**src/rtl/sertx_pkg.sv**
```systemverilog
package sertx_pkg;
  localparam int unsigned DATA_W = 8;
  localparam int unsigned FRM_W  = DATA_W + 2;  // start + data + extra bit
  localparam int unsigned NB_W   = $clog2(FRM_W + 1);

  typedef enum logic [1:0] {
    XB_NONE = 2'd0,
    XB_EVEN = 2'd1,
    XB_ODD  = 2'd2,
    XB_MPB  = 2'd3
  } xbit_e;

  typedef enum logic [1:0] {
    ST_IDLE = 2'd0,
    ST_DATA = 2'd1,
    ST_STOP = 2'd2
  } eng_st_e;

  typedef struct packed {
    logic [FRM_W-1:0] bits;   // bit 0 goes out first
    logic [NB_W-1:0]  nbits;
  } frame_t;

  function automatic frame_t build_frame(input logic [DATA_W-1:0] d, input logic len7,
                                         input logic msb, input xbit_e mode, input logic mpb);
    frame_t f;
    int unsigned dl;
    logic par;
    dl = len7 ? DATA_W - 1 : DATA_W;
    f.bits = '0;
    par = 1'b0;
    for (int unsigned i = 0; i < DATA_W; i++) begin
      if (i < dl) begin
        f.bits[1+i] = msb ? d[dl-1-i] : d[i];
        par = par ^ d[i];
      end
    end
    f.nbits = NB_W'(1 + dl);
    case (mode)
      XB_EVEN: begin f.bits[1+dl] = par;  f.nbits = NB_W'(2 + dl); end
      XB_ODD:  begin f.bits[1+dl] = ~par; f.nbits = NB_W'(2 + dl); end
      XB_MPB:  begin f.bits[1+dl] = mpb;  f.nbits = NB_W'(2 + dl); end
      default: ;
    endcase
    return f;
  endfunction
endpackage

```
**src/rtl/sertx_fifo.sv**
```systemverilog
module sertx_fifo #(
  parameter int unsigned DEPTH = 16,
  parameter int unsigned DW    = 8,
  localparam int unsigned AW   = (DEPTH > 1) ? $clog2(DEPTH) : 1,
  localparam int unsigned CW   = $clog2(DEPTH + 1)
) (
  input  logic          clk_i,
  input  logic          rst_ni,
  input  logic          push_i,
  input  logic [DW-1:0] data_i,
  input  logic          pop_i,
  output logic [DW-1:0] head_o,
  output logic [CW-1:0] cnt_o
);
  logic [DW-1:0] mem_q [DEPTH];
  logic [AW-1:0] wp_q, rp_q;
  logic [CW-1:0] cnt_q;
  logic          acc, take;

  assign acc  = push_i && (cnt_q < CW'(DEPTH));
  assign take = pop_i && (cnt_q != '0);

  function automatic logic [AW-1:0] nxt(input logic [AW-1:0] p);
    return (p == AW'(DEPTH - 1)) ? '0 : p + 1'b1;
  endfunction

  always_ff @(posedge clk_i) begin
    if (acc) mem_q[wp_q] <= data_i;
  end

  always_ff @(posedge clk_i or negedge rst_ni) begin
    if (!rst_ni) begin
      wp_q  <= '0;
      rp_q  <= '0;
      cnt_q <= '0;
    end else begin
      if (acc)  wp_q <= nxt(wp_q);
      if (take) rp_q <= nxt(rp_q);
      case ({acc, take})
        2'b10:   cnt_q <= cnt_q + 1'b1;
        2'b01:   cnt_q <= cnt_q - 1'b1;
        default: ;
      endcase
    end
  end

  assign head_o = mem_q[rp_q];
  assign cnt_o  = cnt_q;
endmodule

```
**src/rtl/sertx_flags.sv**
```systemverilog
module sertx_flags #(
  parameter int unsigned CNT_W = 5
) (
  input  logic             clk_i,
  input  logic             rst_ni,
  input  logic [CNT_W-1:0] cnt_i,
  input  logic [CNT_W-1:0] trig_i,
  input  logic             clr_empty_i,
  input  logic             clr_end_i,
  input  logic             wr_i,
  input  logic             end_set_i,
  input  logic             tx_en_i,
  output logic             empty_o,
  output logic             end_o,
  output logic             irq_o
);
  logic empty_q, end_q;

  always_ff @(posedge clk_i or negedge rst_ni) begin
    if (!rst_ni) begin
      empty_q <= 1'b1;
      end_q   <= 1'b1;
    end else begin
      if (cnt_i <= trig_i)  empty_q <= 1'b1;
      else if (clr_empty_i) empty_q <= 1'b0;
      if (end_set_i)               end_q <= 1'b1;
      else if (clr_end_i || wr_i)  end_q <= 1'b0;
    end
  end

  assign empty_o = empty_q;
  assign end_o   = end_q;
  assign irq_o   = empty_q && tx_en_i;
endmodule

```
**src/rtl/sertx_engine.sv**
```systemverilog
module sertx_engine
  import sertx_pkg::*;
#(
  parameter int unsigned OVS = 16,
  localparam int unsigned TW = (OVS > 1) ? $clog2(OVS) : 1
) (
  input  logic              clk_i,
  input  logic              rst_ni,
  input  logic              tick_i,
  input  logic              tx_en_i,
  input  logic              avail_i,
  input  logic [DATA_W-1:0] head_i,
  input  logic              len7_i,
  input  logic              msb_first_i,
  input  xbit_e             xmode_i,
  input  logic              mpb_i,
  input  logic              two_stop_i,
  output logic              pop_o,
  output logic              end_set_o,
  output logic              busy_o,
  output logic              txd_o
);
  eng_st_e          st_q;
  logic [TW-1:0]    tc_q;
  logic [FRM_W-1:0] frm_q;
  logic [NB_W-1:0]  left_q;
  logic [1:0]       stop_left_q;
  logic             stop2_q, next_q, txd_q;
  frame_t           nf;
  logic             bit_end, last_data, grab;

  assign nf        = build_frame(head_i, len7_i, msb_first_i, xmode_i, mpb_i);
  assign bit_end   = tick_i && (tc_q == TW'(OVS - 1));
  assign last_data = (st_q == ST_DATA) && bit_end && (left_q == NB_W'(1));
  assign grab      = tx_en_i && avail_i;
  assign pop_o     = grab && ((st_q == ST_IDLE) || last_data);
  assign end_set_o = last_data && !grab;

  always_ff @(posedge clk_i or negedge rst_ni) begin
    if (!rst_ni) begin
      st_q        <= ST_IDLE;
      tc_q        <= '0;
      frm_q       <= '0;
      left_q      <= '0;
      stop_left_q <= '0;
      stop2_q     <= 1'b0;
      next_q      <= 1'b0;
      txd_q       <= 1'b1;
    end else begin
      case (st_q)
        ST_IDLE: begin
          if (grab) begin
            frm_q   <= nf.bits;
            left_q  <= nf.nbits;
            txd_q   <= nf.bits[0];
            tc_q    <= '0;
            stop2_q <= two_stop_i;
            st_q    <= ST_DATA;
          end
        end
        ST_DATA: begin
          if (tick_i) begin
            if (bit_end) begin
              tc_q <= '0;
              if (left_q == NB_W'(1)) begin
                // stop-bit time: sample the queue for the next frame
                st_q        <= ST_STOP;
                txd_q       <= 1'b1;
                stop_left_q <= stop2_q ? 2'd2 : 2'd1;
                next_q      <= grab;
                if (grab) begin
                  frm_q   <= nf.bits;
                  left_q  <= nf.nbits;
                  stop2_q <= two_stop_i;
                end
              end else begin
                frm_q  <= frm_q >> 1;
                txd_q  <= frm_q[1];
                left_q <= left_q - 1'b1;
              end
            end else begin
              tc_q <= tc_q + 1'b1;
            end
          end
        end
        ST_STOP: begin
          if (tick_i) begin
            if (bit_end) begin
              tc_q <= '0;
              if (stop_left_q == 2'd1) begin
                if (next_q) begin
                  st_q  <= ST_DATA;
                  txd_q <= frm_q[0];
                end else begin
                  st_q  <= ST_IDLE;
                  txd_q <= 1'b1;
                end
              end else begin
                stop_left_q <= stop_left_q - 1'b1;
              end
            end else begin
              tc_q <= tc_q + 1'b1;
            end
          end
        end
        default: st_q <= ST_IDLE;
      endcase
    end
  end

  assign busy_o = (st_q != ST_IDLE);
  assign txd_o  = txd_q;
endmodule

```
**src/rtl/sertx_top.sv**
```systemverilog
module sertx_top
  import sertx_pkg::*;
#(
  parameter int unsigned DEPTH = 16,
  parameter int unsigned OVS   = 16,
  localparam int unsigned CNT_W = $clog2(DEPTH + 1)
) (
  input  logic              clk_i,
  input  logic              rst_ni,
  input  logic              wr_en_i,
  input  logic [DATA_W-1:0] wr_data_i,
  input  logic              tx_en_i,
  input  logic              baud_tick_i,
  input  logic              len7_i,
  input  logic              msb_first_i,
  input  logic [1:0]        xbit_mode_i,
  input  logic              mpb_i,
  input  logic              two_stop_i,
  input  logic [CNT_W-1:0]  trig_lvl_i,
  input  logic              clr_empty_i,
  input  logic              clr_end_i,
  output logic              txd_o,
  output logic              empty_flag_o,
  output logic              tx_end_o,
  output logic              irq_o
);
  logic [DATA_W-1:0] head;
  logic [CNT_W-1:0]  fifo_cnt;
  logic              pop, end_set, busy;

  sertx_fifo #(.DEPTH(DEPTH), .DW(DATA_W)) u_fifo (
    .clk_i  (clk_i),
    .rst_ni (rst_ni),
    .push_i (wr_en_i),
    .data_i (wr_data_i),
    .pop_i  (pop),
    .head_o (head),
    .cnt_o  (fifo_cnt)
  );

  sertx_engine #(.OVS(OVS)) u_eng (
    .clk_i       (clk_i),
    .rst_ni      (rst_ni),
    .tick_i      (baud_tick_i),
    .tx_en_i     (tx_en_i),
    .avail_i     (fifo_cnt != '0),
    .head_i      (head),
    .len7_i      (len7_i),
    .msb_first_i (msb_first_i),
    .xmode_i     (xbit_e'(xbit_mode_i)),
    .mpb_i       (mpb_i),
    .two_stop_i  (two_stop_i),
    .pop_o       (pop),
    .end_set_o   (end_set),
    .busy_o      (busy),
    .txd_o       (txd_o)
  );

  sertx_flags #(.CNT_W(CNT_W)) u_flags (
    .clk_i       (clk_i),
    .rst_ni      (rst_ni),
    .cnt_i       (fifo_cnt),
    .trig_i      (trig_lvl_i),
    .clr_empty_i (clr_empty_i),
    .clr_end_i   (clr_end_i),
    .wr_i        (wr_en_i),
    .end_set_i   (end_set),
    .tx_en_i     (tx_en_i),
    .empty_o     (empty_flag_o),
    .end_o       (tx_end_o),
    .irq_o       (irq_o)
  );
endmodule

```
**config.mk**
```make
export PLATFORM = sky130hd
export DESIGN_NAME = sertx_top
export DESIGN_NICKNAME = d
export VERILOG_FILES = /design/src/rtl/sertx_pkg.sv /design/src/rtl/sertx_fifo.sv /design/src/rtl/sertx_flags.sv /design/src/rtl/sertx_engine.sv /design/src/rtl/sertx_top.sv
export SDC_FILE = /design/constraint.sdc
export NUM_CORES = 1
export LEC_CHECK = 0
export ABC_AREA = 1
export BUFFER_PORTS_ARGS = -buffer_cell sky130_fd_sc_hd__buf_2
export CAP_MARGIN = 20
export CORE_AREA = 8 8 152 154
export DETAILED_ROUTE_END_ITERATION = 8
export DIE_AREA = 0 0 160 162
export GPL_TIMING_DRIVEN = 0
export PLACE_DENSITY = 0.63
export SYNTH_ARGS = -nofsm -noshare
export SYNTH_HDL_FRONTEND = slang
export SYNTH_SLANG_ARGS = --single-unit
```
**constraint.sdc**
```tcl
create_clock -name clk_i -period 3.3 [get_ports clk_i]
set_input_delay 0.495 -clock clk_i [delete_from_list [all_inputs] [get_ports clk_i]]
set_output_delay 0.495 -clock clk_i [all_outputs]
set_load 0.02 [all_outputs]
```
## Word-level counts from Yosys, hierarchy flattened

Memory sizes are Yosys's and may differ from the RTL's.
Cells that the tools add are included.

- Flip-flop bits (word level): 40
- Bits in latches: 0
- Memory bits (writable): 128
- Memory bits (read-only): 0
- Input bits: 26
- Output and inout port bits: 4
- Logic and storage cells: 211
- Memories kept: 1

- $add $sub $neg: 17
- Multipliers: 0
- Divide/modulo/power cells: 0
- Order comparisons: 20
- Eq/ne operators: 21
- Shift operators: 0
- Multiplexer cells: 101
- Bitwise operators: 8
- Reductions and logical operators: 30

Memories:

| memory | words | width | read ports | clocked after Yosys merged registers in | wr ports | line | RTL |
|---|---|---|---|---|---|---|---|
| u_fifo.mem_q | 16 | 8 | 1 | 0 | 1 | sertx_fifo.sv:15 | `logic [DW-1:0] mem_q [DEPTH];` |

Operator list:

| operator | number |
|---|---|
| 32-bit by 4-bit less-than comparator with 1-bit output, second input constant | 8 |
| 3-bit by 32-bit less-than comparator with 1-bit output, first input constant | 4 |
| 32-bit by 3-bit subtractor with 32-bit output, second input constant | 4 |
| 1-bit by 32-bit less-than comparator with 1-bit output, first input constant | 2 |
| 2-bit by 32-bit less-than comparator with 1-bit output, first input constant | 2 |
| 32-bit by 1-bit subtractor with 32-bit output, second input constant | 2 |
| 32-bit by 2-bit subtractor with 32-bit output, second input constant | 2 |
| 1-bit 2-to-1 mux | 52 |
| 14-bit case mux with 3 select lines | 1 |
| 10-bit 2-to-1 mux | 4 |
| 4-bit 2-to-1 mux | 10 |
| 1-bit by 32-bit adder with 32-bit output, first input constant | 1 |
| 32-bit by 1-bit >= comparator with 1-bit output, second input constant | 1 |
| 32-bit by 5-bit less-than comparator with 1-bit output, second input constant | 1 |
| 10-bit bitwise mux | 3 |
| 2-bit 2-to-1 mux | 14 |
| 1-bit binary-select mux with 3-bit select | 8 |
| 7-bit AND reduction | 3 |
| 10-bit case mux with 2 select lines | 1 |
| 4-bit case mux with 2 select lines | 2 |
| 4-bit by 1-bit adder with 4-bit output, second input constant | 3 |
| 4-bit equality test, second input constant | 3 |
| 2-bit nonzero test | 6 |
| 1-bit logical AND | 10 |
| other kinds (28) | 50 |

## Longest topological paths before layout

- Word-level depth: 25
- Gate-level depth with buffers: 23
- Depth with buffers taken out: 21

## Cells and area by module

A second synthesis with hierarchy kept.

- Cell total of the unflattened synthesis: 967
- Area, all modules: 8577.0 µm²

By module, submodules not included:

| module | instances | cells each | area each (µm²) | sequential area each (µm²) |
|---|---|---|---|---|
| sertx_fifo | 1 | 668 | 6443.7 | 4169.0 |
| sertx_engine | 1 | 263 | 1898.1 | 626.9 |
| sertx_flags | 1 | 32 | 219.0 | 52.6 |
| sertx_top | 1 | 4 | 16.3 | 0.0 |

## Worst setup path before layout

OpenSTA, ideal clock, no wires.

- Path type: reg2reg
- Start: reg u_eng.st_q[1]
- End: reg u_fifo.cnt_q[4], in the netlist u_fifo.cnt_o[4]
- Library setup time: 79 ps
- Arrival time: 2577 ps
- Data required time: 3221 ps
- Setup slack: 644 ps
- Cell stages (with the launch flop): 15
- Path buffers: 1
- Period minus slack after synthesis: 2656 ps
- Cells stage by stage: dfrtp_1 > inv_1 > ha_1 > clkbuf_1 > nand3_1 > a21oi_1 > ha_1 > inv_1 > fa_1 > nor2_1 > a211oi_1 > nand2_1 > nand2_1 > nor2_1 > xor2_1

- Cells in the longest elaborated chain, start to end: 8
- Elaborated cells on any way between the ends: 11
- Those cells by class: eq/ne (3); mux (1); reduce/logical (7)

Ends and longest elaborated chain:

| item | line | RTL |
|---|---|---|
| from (decl) | sertx_engine.sv:23 | `eng_st_e st_q;` |
| from (signal assigned) | sertx_engine.sv:41 | `st_q <= ST_IDLE;` |
| from (signal assigned) | sertx_engine.sv:58 | `st_q <= ST_DATA;` |
| from (signal assigned) | sertx_engine.sv:67 | `st_q <= ST_STOP;` |
| 2-bit by 1-bit equality test with 1-bit output | sertx_engine.sv:34 | `assign last_data = (st_q == ST_DATA) && bit_end && (left_q == NB_W'(1));` |
| 1-bit logical AND (2 in a row) | sertx_engine.sv:34 |  |
| 1-bit logical OR (*) | sertx_engine.sv:36 | `assign pop_o = grab && ((st_q == ST_IDLE) \|\| last_data);` |
| 1-bit logical AND (*) | sertx_engine.sv:36 |  |
| 1-bit logical AND (*) | sertx_fifo.sv:21 | `assign take = pop_i && (cnt_q != '0);` |
| named net u_fifo.take | sertx_fifo.sv:18 | `logic acc, take;` |
| 2-bit by 1-bit equality test with 1-bit output / 2-bit equality test (equally long branches) | sertx_fifo.sv:39 | `case ({acc, take})` |
| 5-bit case mux with 2 select lines / 2-bit nonzero test (equally long branches) | n/a |  |
| to (signal assigned) | sertx_fifo.sv:40 | `2'b10: cnt_q <= cnt_q + 1'b1;` |
| to (signal assigned) | sertx_fifo.sv:41 | `2'b01: cnt_q <= cnt_q - 1'b1;` |
| to (decl) | sertx_fifo.sv:17 | `logic [CW-1:0] cnt_q;` |

Mark *: on every way through the listed nets, which the timed path passes. The rest lies on a longest branch.
A chain may end at the register's enable or synchronous reset.

## Worst setup path in the final report

Ends and elaborated chain as after synthesis.

==> results.toml <==
[outcome]
status = "finished, final reports clean"

[logic_synthesis]
yosysMostFrequentCell = "nand2_1"
ys_top_cells_by_area = "edfxtp_1 (47%), nand2_1 (12%), dfrtp_1 (11%)"
synthCells = 847
synth_top_area_share = 0.473
synth.distinct_cells = 46
synth_edf_count = 128
yosys-top-cells-count = "nand2_1 (252), edfxtp_1 (128), nor2_1 (97)"
synth_seq_area_share = 0.597
synth_top_area_cell = "edfxtp_1"
synth.net_count = 897
syn-cell-area_um2 = 8120
ys_seq_elements = 168
ys_async_sr_fraction = 0.238
yosysWarningCount = 0
synth_ff_type = "edfxtp_1"
synth.avg_cell_area_um2 = 9.59

[timing]
finalClockSkew_ns = 0.0150
drv_slew = 0
hold_violations = 0
rsz0062_at_grt = "no"
tightest_slew_ns = 0.966
setup_viol = 0
setup-tns-final_ns = 0
fin_crit_ns = 2.95
max_freq_ghz = 0.339
finalCritPeriodShare = 0.894
relSlewSlack = 0.354

[finish]
multi_input_area_um2 = 2780
fillers = 1996
drive_gt1_frac = 0.124
fin_nets = 945
regArea_um2 = 4850
n_antenna_cell = 0
syn_to_final_growth_pct = 13.3

[routing]
drc_errors = 0
vias = 5853
wl_per_cell_um = 15.8
dr.first_iter.drc_count = 474
dr.pass1.iters = 5
final_antenna_net_count = 0
drt-total-wl_um = 18700
vias_per_cell = 4.95

[worst_setup_path]
worst-setup-path-type = "reg -> reg"
cp-end-kind = "register"
critPathMaxFanout = 8
arrival_ns = 3.31
start_kind = "register"
cp.required_ns = 3.66
r2r_cells = 14

[cts]
clock_sinks = 168
cts_tree = "yes"
cts-htree-levels = 4
hold_buffers = 0
cts_buffer_depth = 2
clock_latency_ns = 0.43
root_buffer = "clkbuf_16"
cts.clk_slew.worst_paths_ns = 0.07
numCtsBuffers = 17

[global_route]
grt_pass1_vias = 5754
grt_pass1_wl_um = 30200
antenna_found_initial = 0
grt_use_total = 0.150
overflow = 0
grt_max_degree = 41

[floorplanning]
start_util = 0.392
rows = 53
coreArea_um2 = 20700
io-pin-count = 30
die_h_um = 162
dieWidth_um = 160
dieArea_um2 = 25900

[flow_run]
drv_cap = 0

[place]
portBuffers = 29
gp_congestion = 0.801
hpwl_um = 12600

[pwr]
leakagePower_uw = 0.00385
fin_total_pwr_uw = 8440
p_per_area_nw_per_um2 = 918
vdd_ir_drop_max_v = 0.000365

[worst_hold_path]
hp-class = "in -> async"
==> path summary, 6_finish.rpt <==
check / startpoint / to / slack [ns]
worst max register to register: u_eng.st_q[1]$_DFFE_PN0P_ / u_fifo.cnt_o[4]$_DFFE_PN0P_ / 0.35
worst max-delay path: u_eng.st_q[1]$_DFFE_PN0P_ / u_fifo.cnt_o[4]$_DFFE_PN0P_ / 0.35
max in group asynchronous: rst_ni / u_fifo.rp_q[3]$_DFFE_PN0P_ / 2.53
worst min-delay path: rst_ni / u_eng.tc_q[1]$_DFFE_PN0P_ / 0.19
worst min register to register: u_eng.tc_q[3]$_DFFE_PN0P_ / u_eng.tc_q[3]$_DFFE_PN0P_ / 0.46
min in group clk_i: clr_empty_i / u_flags.empty_o$_DFFE_PN1P_ / 0.21
==> layout by cell type, fill, tap and decap left out, types with 5 or more instances in the layout <==
master | Yosys | layout
o21ai_0 | 31 | 31
clkbuf_16 | 0 | 17
buf_2 | 6 | 35
nand3_1 | 55 | 55
nand2_2 | 11 | 11
o22ai_1 | 8 | 8
a41oi_1 | 6 | 6
nand2_1 | 252 | 252
inv_1 | 84 | 84
a21oi_1 | 30 | 29
inv_6 | 0 | 7
ha_1 | 23 | 23
clkinv_1 | 4 | 5
xor2_1 | 5 | 5
buf_6 | 6 | 6
nor2_1 | 97 | 97
edfxtp_1 | 128 | 128
dfrtp_1 | 37 | 37
buf_4 | 5 | 5
==> layer usage <==
metal,track usage,part of all wire
met1,0.188,0.45
met2,0.253,0.48
met3,0.0273,0.045
met4,0.0573,0.021
met5,0,0
==> cells by family (layout without fill, tap and decap cells) <==
family / Yosys count / in the layout / synth area share
compound gates: 96 / 96 / 0.0693
fa+ha+maj: 24 / 24 / 0.0379
xor+xnor: 6 / 6 / 0.00647
simple gates: 436 / 436 / 0.224
buf+inv: 115 / 176 / 0.0622
mux: 2 / 2 / 0.00277
flops: 168 / 168 / 0.597
==> flip-flops by register name, summed over array words and instances (netlist names) <==
register	count
u_fifo.cnt_o	5
u_flags.end_o	1
u_fifo.mem_q	128
u_eng.left_q	4
u_eng.frm_q	10
u_eng.tc_q	4
u_flags.empty_o	1
u_eng.txd_o	1
u_eng.next_q	1
u_eng.st_q	2
u_eng.stop2_q	1
u_eng.stop_left_q	2
u_fifo.rp_q	4
u_fifo.wp_q	4
==> metrics by stage <==
stage           util  std cells  worst slack, ns  hold WS [ns]  area (um^2)
3_5_place_dp   0.416       1151          -0.0353         0.450         8610
2_1_floorplan      -        847            0.644         0.199         8120
5_1_grt        0.445       1183           0.0688         0.206         9200
6_report       0.445       1183            0.351         0.194         9200
3_3_place_gp   0.416       1151           0.0103         0.456         8610
4_1_cts        0.444       1183           0.0315         0.199         9190
==> area by class of cell <==
cell class                      count  share of cell area
Buffer                             22              0.0167
Clock buffer                       17              0.0462
Clock inverter                     15              0.0166
Inverter                           93              0.0382
Multi-Input combinational cell    564               0.302
Sequential cell                   168               0.527
Tap cell                          275              0.0374
Timing Repair Buffer               29              0.0158
==> critical path, stage by stage (launching register included) <==
cell and delay (ns):
dfrtp_1 0.42, inv_1 0.10, ha_1 0.14, clkbuf_1 0.27, nand3_1 0.26, a21oi_4 0.34, ha_1 0.28, inv_1 0.10
fa_1 0.40, nor2_1 0.12, a211oi_1 0.06, nand2_1 0.07, nand2_1 0.04, nor2_1 0.11, xor2_1 0.15
==> power breakdown <==
group | switching, uW | internal (uW)
logic | 2510 | 1200
clock network | 898 | 1070
registers | 185 | 2580
total | 3590 | 4850
==> repair_timing <==
item	in CTS	in global routing
gates resized for setup	0	2
buffers inserted	0	0
setup endpoints to repair	0	1
Power figures use the tool's default switching activity.
